<file path="src/rtl/adder_pkg.sv">
package adder_pkg;
    typedef enum logic {
        MODE_SAVE   = 1'b0,
        MODE_RIPPLE = 1'b1
    } add_mode_e;
endpackage

</file>
<file path="src/rtl/seg_adder.sv">
// One segment: two SW-bit operands plus a carry-in of up to three;
// carry-out may be two when both a ripple carry and a saved carry arrive.
module seg_adder #(
    parameter int SW = 33
) (
    input  logic [SW-1:0] a_i,
    input  logic [SW-1:0] b_i,
    input  logic [1:0]    cin_i,
    output logic [SW-1:0] sum_o,
    output logic [1:0]    cout_o
);
    logic [SW+1:0] full;

    assign full   = {2'b00, a_i} + {2'b00, b_i} + {{SW{1'b0}}, cin_i};
    assign sum_o  = full[SW-1:0];
    assign cout_o = full[SW+1:SW];
endmodule

</file>
<file path="src/rtl/csa_array.sv">
// All segments side by side; each takes a single injected carry.
module csa_array #(
    parameter int SW   = 33,
    parameter int NSEG = 8,
    localparam int W   = SW * NSEG
) (
    input  logic [W-1:0]    a_i,
    input  logic [W-1:0]    b_i,
    input  logic [NSEG-1:0] cin_i,
    output logic [W-1:0]    sum_o,
    output logic [NSEG-1:0] cout_o
);
    for (genvar g = 0; g < NSEG; g++) begin : g_seg
        logic [1:0] c2;

        seg_adder #(.SW(SW)) u_seg (
            .a_i   (a_i[g*SW +: SW]),
            .b_i   (b_i[g*SW +: SW]),
            .cin_i ({1'b0, cin_i[g]}),
            .sum_o (sum_o[g*SW +: SW]),
            .cout_o(c2)
        );
        // with a single-bit carry-in the upper carry bit stays clear
        assign cout_o[g] = |c2;
    end
endmodule

</file>
<file path="src/rtl/dual_mode_adder.sv">
module dual_mode_adder
    import adder_pkg::*;
#(
    parameter int SW   = 33,
    parameter int NSEG = 8,
    localparam int W    = SW * NSEG,
    localparam int IDXW = (NSEG > 2) ? $clog2(NSEG) : 1
) (
    input  logic            clk_i,
    input  logic            rst_ni,
    input  logic            start_i,
    input  logic            mode_i,
    input  logic [W-1:0]    a_i,
    input  logic [W-1:0]    b_i,
    output logic [W-1:0]    sum_o,
    output logic [NSEG-1:0] carry_o,
    output logic            ovf_o,
    output logic            ready_o
);
    typedef struct packed {
        logic [W-1:0]    sum;
        logic [W-1:0]    opa;
        logic [W-1:0]    opb;
        logic [NSEG-1:0] car;
        logic [NSEG-1:0] pend;
        logic            ovf;
        logic            busy;
        logic [IDXW-1:0] idx;
        logic [1:0]      rc;
    } state_t;

    state_t q, d;

    // carry-save path
    logic [NSEG-1:0] cs_cin;
    logic [W-1:0]    cs_sum;
    logic [NSEG-1:0] cs_cout;

    assign cs_cin = {q.car[NSEG-2:0], 1'b0};

    csa_array #(.SW(SW), .NSEG(NSEG)) u_csa (
        .a_i   (a_i),
        .b_i   (b_i),
        .cin_i (cs_cin),
        .sum_o (cs_sum),
        .cout_o(cs_cout)
    );

    // ripple path: one segment per cycle
    logic [NSEG-1:0] pend_in;
    logic [SW-1:0]   r_a, r_b, r_sum;
    logic [1:0]      r_cin, r_cout;

    assign pend_in = {q.pend[NSEG-2:0], 1'b0};
    assign r_a     = q.opa[int'(q.idx)*SW +: SW];
    assign r_b     = q.opb[int'(q.idx)*SW +: SW];
    assign r_cin   = q.rc + {1'b0, pend_in[q.idx]};

    seg_adder #(.SW(SW)) u_rip (
        .a_i   (r_a),
        .b_i   (r_b),
        .cin_i (r_cin),
        .sum_o (r_sum),
        .cout_o(r_cout)
    );

    always_comb begin
        d = q;
        if (!q.busy) begin
            if (start_i) begin
                if (add_mode_e'(mode_i) == MODE_SAVE) begin
                    d.sum = cs_sum;
                    d.car = cs_cout;
                    d.ovf = cs_cout[NSEG-1];
                end else begin
                    d.opa  = a_i;
                    d.opb  = b_i;
                    d.pend = q.car;
                    d.car  = '0;
                    d.busy = 1'b1;
                    d.idx  = '0;
                    d.rc   = 2'd0;
                end
            end
        end else begin
            d.sum[int'(q.idx)*SW +: SW] = r_sum;
            d.rc = r_cout;
            if (q.idx == IDXW'(NSEG - 1)) begin
                d.busy = 1'b0;
                d.ovf  = (|r_cout) | q.pend[NSEG-1];
            end else begin
                d.idx = q.idx + 1'b1;
            end
        end
    end

    always_ff @(posedge clk_i or negedge rst_ni) begin
        if (!rst_ni) begin
            q <= '0;
        end else begin
            q <= d;
        end
    end

    assign sum_o   = q.sum;
    assign carry_o = q.car;
    assign ovf_o   = q.ovf;
    assign ready_o = !q.busy;
endmodule

</file>
<file path="config.mk">
export PLATFORM = sky130hd
export DESIGN_NAME = dual_mode_adder
export DESIGN_NICKNAME = d
export VERILOG_FILES = /design/src/rtl/adder_pkg.sv /design/src/rtl/seg_adder.sv /design/src/rtl/csa_array.sv /design/src/rtl/dual_mode_adder.sv
export SDC_FILE = /design/constraint.sdc
export NUM_CORES = 2
export LEC_CHECK = 0
export BUFFER_PORTS_ARGS = -buffer_cell sky130_fd_sc_hd__buf_2
export CAP_MARGIN = 20
export CORE_MARGIN = 1.5
export CORE_UTILIZATION = 60
export DETAILED_ROUTE_END_ITERATION = 8
export MAX_ROUTING_LAYER = met4
export PLACE_DENSITY = 0.86
export SLEW_MARGIN = 10
export SYNTH_ARGS = -nofsm -noshare
export SYNTH_HDL_FRONTEND = slang
export SYNTH_SLANG_ARGS = --single-unit
</file>
<file path="constraint.sdc">
create_clock -name clk_i -period 7.4 [get_ports clk_i]
set_input_delay 0 -clock clk_i [delete_from_list [all_inputs] [get_ports clk_i]]
set_output_delay 0 -clock clk_i [all_outputs]
set_load 0.01 [all_outputs]
</file>
==> flow_summary.toml, run 1 <==
[clock_tree]
cts_inserted_buffers = 92
cts_num_sinks = 815
cts_root_buffer = "sky130_fd_sc_hd__clkbuf_16"
post_cts.repair.setup_buffers = 0
cts-resized-gates = 0
cts.htree.levels = 3
ctsLongestPathBuffers = 3

[logic_synthesis]
postSynth.topFlopCell = "sky130_fd_sc_hd__dfrtp_1"
synth.top_cells.by_area = "sky130_fd_sc_hd__dfrtp_1 34%, sky130_fd_sc_hd__mux2_2 12%, sky130_fd_sc_hd__ha_1 6.7%, sky130_fd_sc_hd__mux4_2 5.0%, sky130_fd_sc_hd__xnor2_1 3.5%"
mappedNetlistArea_um2 = 59700
synth_largest_area_cell = "sky130_fd_sc_hd__dfrtp_1"
mappedNetlistNets = 6857
synth_top_family_by_area = "multiplexers"
post_synth_fa_ha_maj_area_fraction_pct = 7.04
synth-async-reset-ratio_pct = 100
synthesized_area_fraction_occupied_by_xor_and_xnor_cells_pct = 6.61
area_fraction_in_compound_gates_after_synthesis_pct = 16.6
post_synth_inst_count = 5995
synth.distinct_cells = 106
synth-edff-count = 0
synthesis.yosys.warnings = 0
synth.top_cell.area_share_pct = 34.1
synth.area.mux_share_pct = 16.9
synth_area_per_cell_um2 = 9.96
simple_gate_area_share_of_the_yosys_netlist_pct = 12.9
synth-seq-area-share_pct = 34.1
ys_seq_elements = 815

[global_routing]
grt_antenna_before_repair = 56
grt_max_degree = 185
grt_usage_pct = 65.3
gr-total-overflow = 11

[place]
buffer_ports.inserted = 805
gp_routability_congestion = 1.07
dp_hpwl_mm = 210

[die]
die_width_um = 319
num_rows = 115
die_h_um = 319
start_util_pct = 60.6
io_pins = 806

[run_status]
outcome = "aborted with a tool error"
flow.first_error = "[ERROR GRT-0232] Routing congestion too high. Check the congestion heatmap in the GUI."
haltStage = "global routing (5_1_grt)"
Yosys cell counts (27+ instances only):
master                     count
sky130_fd_sc_hd__dfrtp_1     815
sky130_fd_sc_hd__mux2_2      611
sky130_fd_sc_hd__nand2_1     504
sky130_fd_sc_hd__a21oi_1     327
sky130_fd_sc_hd__ha_1        320
sky130_fd_sc_hd__nor2_1      285
sky130_fd_sc_hd__buf_4       272
sky130_fd_sc_hd__clkbuf_1    257
sky130_fd_sc_hd__o21ai_0     245
sky130_fd_sc_hd__xnor2_1     241
sky130_fd_sc_hd__xor2_1      210
sky130_fd_sc_hd__nand3_1     147
sky130_fd_sc_hd__o221ai_1    137
sky130_fd_sc_hd__a21o_1      134
sky130_fd_sc_hd__mux4_2      133
sky130_fd_sc_hd__nor3_1      109
sky130_fd_sc_hd__inv_1        91
sky130_fd_sc_hd__a22oi_1      84
sky130_fd_sc_hd__nand4_1      78
sky130_fd_sc_hd__and3_1       75
sky130_fd_sc_hd__a211oi_1     58
sky130_fd_sc_hd__nor4_1       51
sky130_fd_sc_hd__o211ai_1     45
sky130_fd_sc_hd__a31oi_1      43
sky130_fd_sc_hd__and2_1       42
sky130_fd_sc_hd__o21a_1       38
sky130_fd_sc_hd__nor2b_1      34
sky130_fd_sc_hd__o21bai_1     34
sky130_fd_sc_hd__nand2b_1     32
sky130_fd_sc_hd__or3_1        30
sky130_fd_sc_hd__o31ai_1      27
cell families after synthesis:
kind of cell	after synthesis
simple gates	1539
xor+xnor	451
buf+inv	646
flops	815
mux	766
fa+ha+maj	330
compound gates	1448
metrics by stage:
stage / setup WS [ns] / hold WS (ns) / utilization (%) / instances / area [um2]
after floorplan: 1.55 / -0.296 / - / 5995 / 59700
after global placement: 1.13 / 0.0594 / 64.3 / 7638 / 63400
after detailed placement: 0.993 / 0.0748 / 64.3 / 7639 / 63400
after CTS: 0.967 / 0.0370 / 72.9 / 8335 / 71800
what timing repair did:
| item | CTS |
|---|---|
| endpoints found under the setup margin | 0 |
| hold buffers | 532 |
| endpoints found under the hold margin | 671 |
layer usage:
layer | GRT overflow | GRT usage [%]
met4 | 5 | 63.0
met5 | - | -
met3 | 5 | 36.6
met1 | 0 | 69.5
met2 | 1 | 83.5
==> run 2: changes to the inputs <==
--- a/config.mk
+++ b/config.mk
@@ -8,10 +8,9 @@
 export BUFFER_PORTS_ARGS = -buffer_cell sky130_fd_sc_hd__buf_2
 export CAP_MARGIN = 20
 export CORE_MARGIN = 1.5
-export CORE_UTILIZATION = 60
+export CORE_UTILIZATION = 40
 export DETAILED_ROUTE_END_ITERATION = 8
-export MAX_ROUTING_LAYER = met4
-export PLACE_DENSITY = 0.86
+export PLACE_DENSITY_LB_ADDON = 0.15
 export SLEW_MARGIN = 10
 export SYNTH_ARGS = -nofsm -noshare
 export SYNTH_HDL_FRONTEND = slang
==> run 2 against run 1 <==
Net effect: the run now ends clean; synthesized area did not move; synthesized cell count unchanged.
==> flow_summary.toml, run 2 <==
[setup_path]
critPathLaunchType = "flop"
reg2reg_from = "q[2]$_DFFE_PN0P_"
crit_chain = "buf_12, mux4_2, mux2_2, ha_1, nand2_1, o31ai_1, a31o_2, a21oi_1, xnor2_1, nand4_1, nor4_1, nand3_1, xnor2_2, a2bb2oi_1, o21ai_0"
required_ns = 7.94
critPathSlowestCell = "sky130_fd_sc_hd__nor4_1"
critical_path.reg2reg.endpoint = "sum_o[56]$_DFFE_PN0P_"
worst-r2r-setup-slack_ns = 0.68
critPathCaptureType = "flop"
critPathBufInv = 1
crit_path_max_fanout = 27
path_delay_family = "simple AND/OR/NAND/NOR gates"
timing.setup.critical_path_class = "flop to flop"
crit_arrival_ns = 7.26
r2r.worst_path.cells = 15
critical-path-max-stage-delay_ns = 0.81

[logic_synthesis]
synth_largest_area_cell = "sky130_fd_sc_hd__dfrtp_1"
netlist_top_cells_count = "815 x sky130_fd_sc_hd__dfrtp_1, 611 x sky130_fd_sc_hd__mux2_2, 504 x sky130_fd_sc_hd__nand2_1"
synth.top_cell.area_share_pct = 34.1
synth.distinct_cells = 106
synth.top_cells.by_area = "sky130_fd_sc_hd__dfrtp_1 34%, sky130_fd_sc_hd__mux2_2 12%, sky130_fd_sc_hd__ha_1 6.7%, sky130_fd_sc_hd__mux4_2 5.0%, sky130_fd_sc_hd__xnor2_1 3.5%"
synth_area_per_cell_um2 = 9.96
yosysMostFrequentCell = "sky130_fd_sc_hd__dfrtp_1"
mappedNetlistNets = 6857
postSynth.topFlopCell = "sky130_fd_sc_hd__dfrtp_1"
ys_seq_elements = 815
synthesis.yosys.warnings = 0
post_synth_inst_count = 5995
synth-seq-area-share_pct = 34.1
synth-edff-count = 0
synth-async-reset-ratio_pct = 100
mappedNetlistArea_um2 = 59700

[pwr]
p_int_w = 0.0188
peakVddDrop_v = 0.00141
seqPwrFrac_pct = 22.1
total_leakage_power_nw = 32.2
combinationalPowerShare_pct = 63.8
pwr_density_cell_nw_per_um2 = 529
power.total_w = 0.0387
clock_power_share_pct = 14.1
switching_share_pct = 51.5
netSwitchingPower_w = 0.0199

[sta]
maxClockFrequency_mhz = 149
tns_ns = 0
final_min_period_over_clock_period_pct = 90.8
report.final.slew_viol_count = 0
worst-slew-pin-transition_ns = 1.17
timing.final.setup_violations = 0
hold_viol_final = 0
finalClockSkew_ns = 0.0314
slew_headroom_pct = 21.8
rsz0062_at_grt = "no"
fin_crit_ns = 6.72

[clock_tree]
cts_tree = "done"
clk_pin_slew_ns = 0.07
cts-resized-gates = 0
cts_inserted_buffers = 99
cts_root_buffer = "sky130_fd_sc_hd__clkbuf_16"
ctsLongestPathBuffers = 3
cts_num_sinks = 815
clk_latency_ns = 0.73
post_cts.repair.setup_buffers = 0
cts.htree.levels = 3
cts_hold_repair.buffers = 532

[hold_path]
timing.hold.worst.start = "b_i[228]"
worst_hold_path_type = "primary input to flop"
min_delay_path_depth = 3
worst_hold_path.endpoint = "q[251]$_DFFE_PN0P_"

[cells_and_area]
fillers = 13700
number_of_flip_flops_in_the_largest_register = 535
layout-drive-gt1-share_pct = 27.3
layout.nets = 7851
mostFrequentLayoutCell = "sky130_fd_sc_hd__dfrtp_1"
combined_area_of_the_multi_input_logic_cells_um2 = 36100
layout.cells.most_common_list = "812 x sky130_fd_sc_hd__dfrtp_1, 804 x sky130_fd_sc_hd__buf_2, 611 x sky130_fd_sc_hd__mux2_2"
syn2layout_area_growth_pct = 22.5
regArea_um2 = 20400
largest-register = "q"

[global_routing]
grt_usage_pct = 36.2
grt_antenna_before_repair = 14
vias_in_the_first_global_route = 53100
gr-total-overflow = 0
grt_max_degree = 160
first_pass_grt_wire_length_mm = 393

[die]
die_h_um = 389
die_width_um = 389
io_pins = 806
start_util_pct = 40.4
die_ar_um2 = 152000
num_rows = 141
core_region_area_um2 = 148000

[detailed_routing]
postRouteAntennaNets = 0
dr_pass1_iterations = 8
drc = 0
drt_iter0_drc = 5167
route.vias.total = 55400
drt_wl_total_mm = 283
routed_wire_length_per_instance_um = 31.4
via_per_inst = 6.15

[job]
max_cap_violations = 0

[place]
dp_hpwl_mm = 224
gp_routability_congestion = 0.988
buffer_ports.inserted = 805

[run_status]
outcome = "finished clean"
[run 2: area by class of cell]
type / count / share of cell area (%)
antenna: 4 / 0.0137
timing repair buffer: 1447 / 14.1
multi-input combinational: 4534 / 49.4
tap: 1930 / 3.30
clock inverter: 54 / 1.05
sequential: 815 / 27.9
clock buffer: 127 / 3.80
inverter: 92 / 0.472
[run 2: worst max-delay path by stage]
stage                          start                      to  slack [ns]  depth (start not counted)
global route        q[2]$_DFFE_PN0P_  sum_o[254]$_DFFE_PN0P_        0.28                         15
floorplan           q[2]$_DFFE_PN0P_   sum_o[59]$_DFFE_PN0P_        1.55                         18
finish              q[2]$_DFFE_PN0P_   sum_o[56]$_DFFE_PN0P_        0.68                         15
global placement    q[2]$_DFFE_PN0P_  sum_o[163]$_DFFE_PN0P_        0.72                         15
detailed placement  q[2]$_DFFE_PN0P_   sum_o[31]$_DFFE_PN0P_        0.68                         15
CTS                 q[2]$_DFFE_PN0P_  sum_o[229]$_DFFE_PN0P_        0.67                         15
[run 2: kinds of logic (layout without fill, tap and decap cells)]
family | count (synthesis) | count (layout) | share of synthesized area, %
DFF | 815 | 815 | 34.1
adders and majority gates | 330 | 330 | 7.04
and+or+nand+nor | 1539 | 1539 | 12.9
buffers and inverters | 646 | 1720 | 5.78
other | 0 | 4 | 0
xor gates and xnor gates | 451 | 451 | 6.61
AOI/OAI and AO/OA | 1448 | 1448 | 16.6
muxes | 766 | 766 | 16.9
[run 2: per-layer routing]
metal	vias to the layer above	global-route usage, %	wire (um)
li1	24300	-	-
met1	27700	46.6	115000
met3	656	5.94	20200
met5	-	0	23
met4	4	20.8	19200
met2	2726	57.7	128000
[run 2: through the flow]
step                hold WS, ns  std cells  worst slack, ns  util (%)  area, um2
finish                   0.0563       9003            0.684      49.4      73200
global placement         0.0576       8282            0.718      43.4      64200
global route             0.0207       9000            0.285      49.4      73200
floorplan                -0.296       5995             1.55         -      59700
detailed placement       0.0557       8283            0.679      43.4      64300
CTS                     0.00187       8996            0.666      49.4      73100
[run 2: worst min-delay path, cell delays in order]
cell	delay, ns
sky130_fd_sc_hd__dlygate4sd3_1	0.51
sky130_fd_sc_hd__buf_2	0.10
sky130_fd_sc_hd__mux2_2	0.13
[run 2: power groups by stage]
stage | sequential (W) | clock [W] | combinational, W
floorplan | 0.00739 | 0 | 0.0140
global route | 0.00867 | 0.00568 | 0.0258
finish | 0.00856 | 0.00546 | 0.0247
CTS | 0.00850 | 0.00550 | 0.0245
detailed placement | 0.00856 | 0 | 0.0242
global placement | 0.00853 | 0 | 0.0241
(Power assumes the default switching activity.)
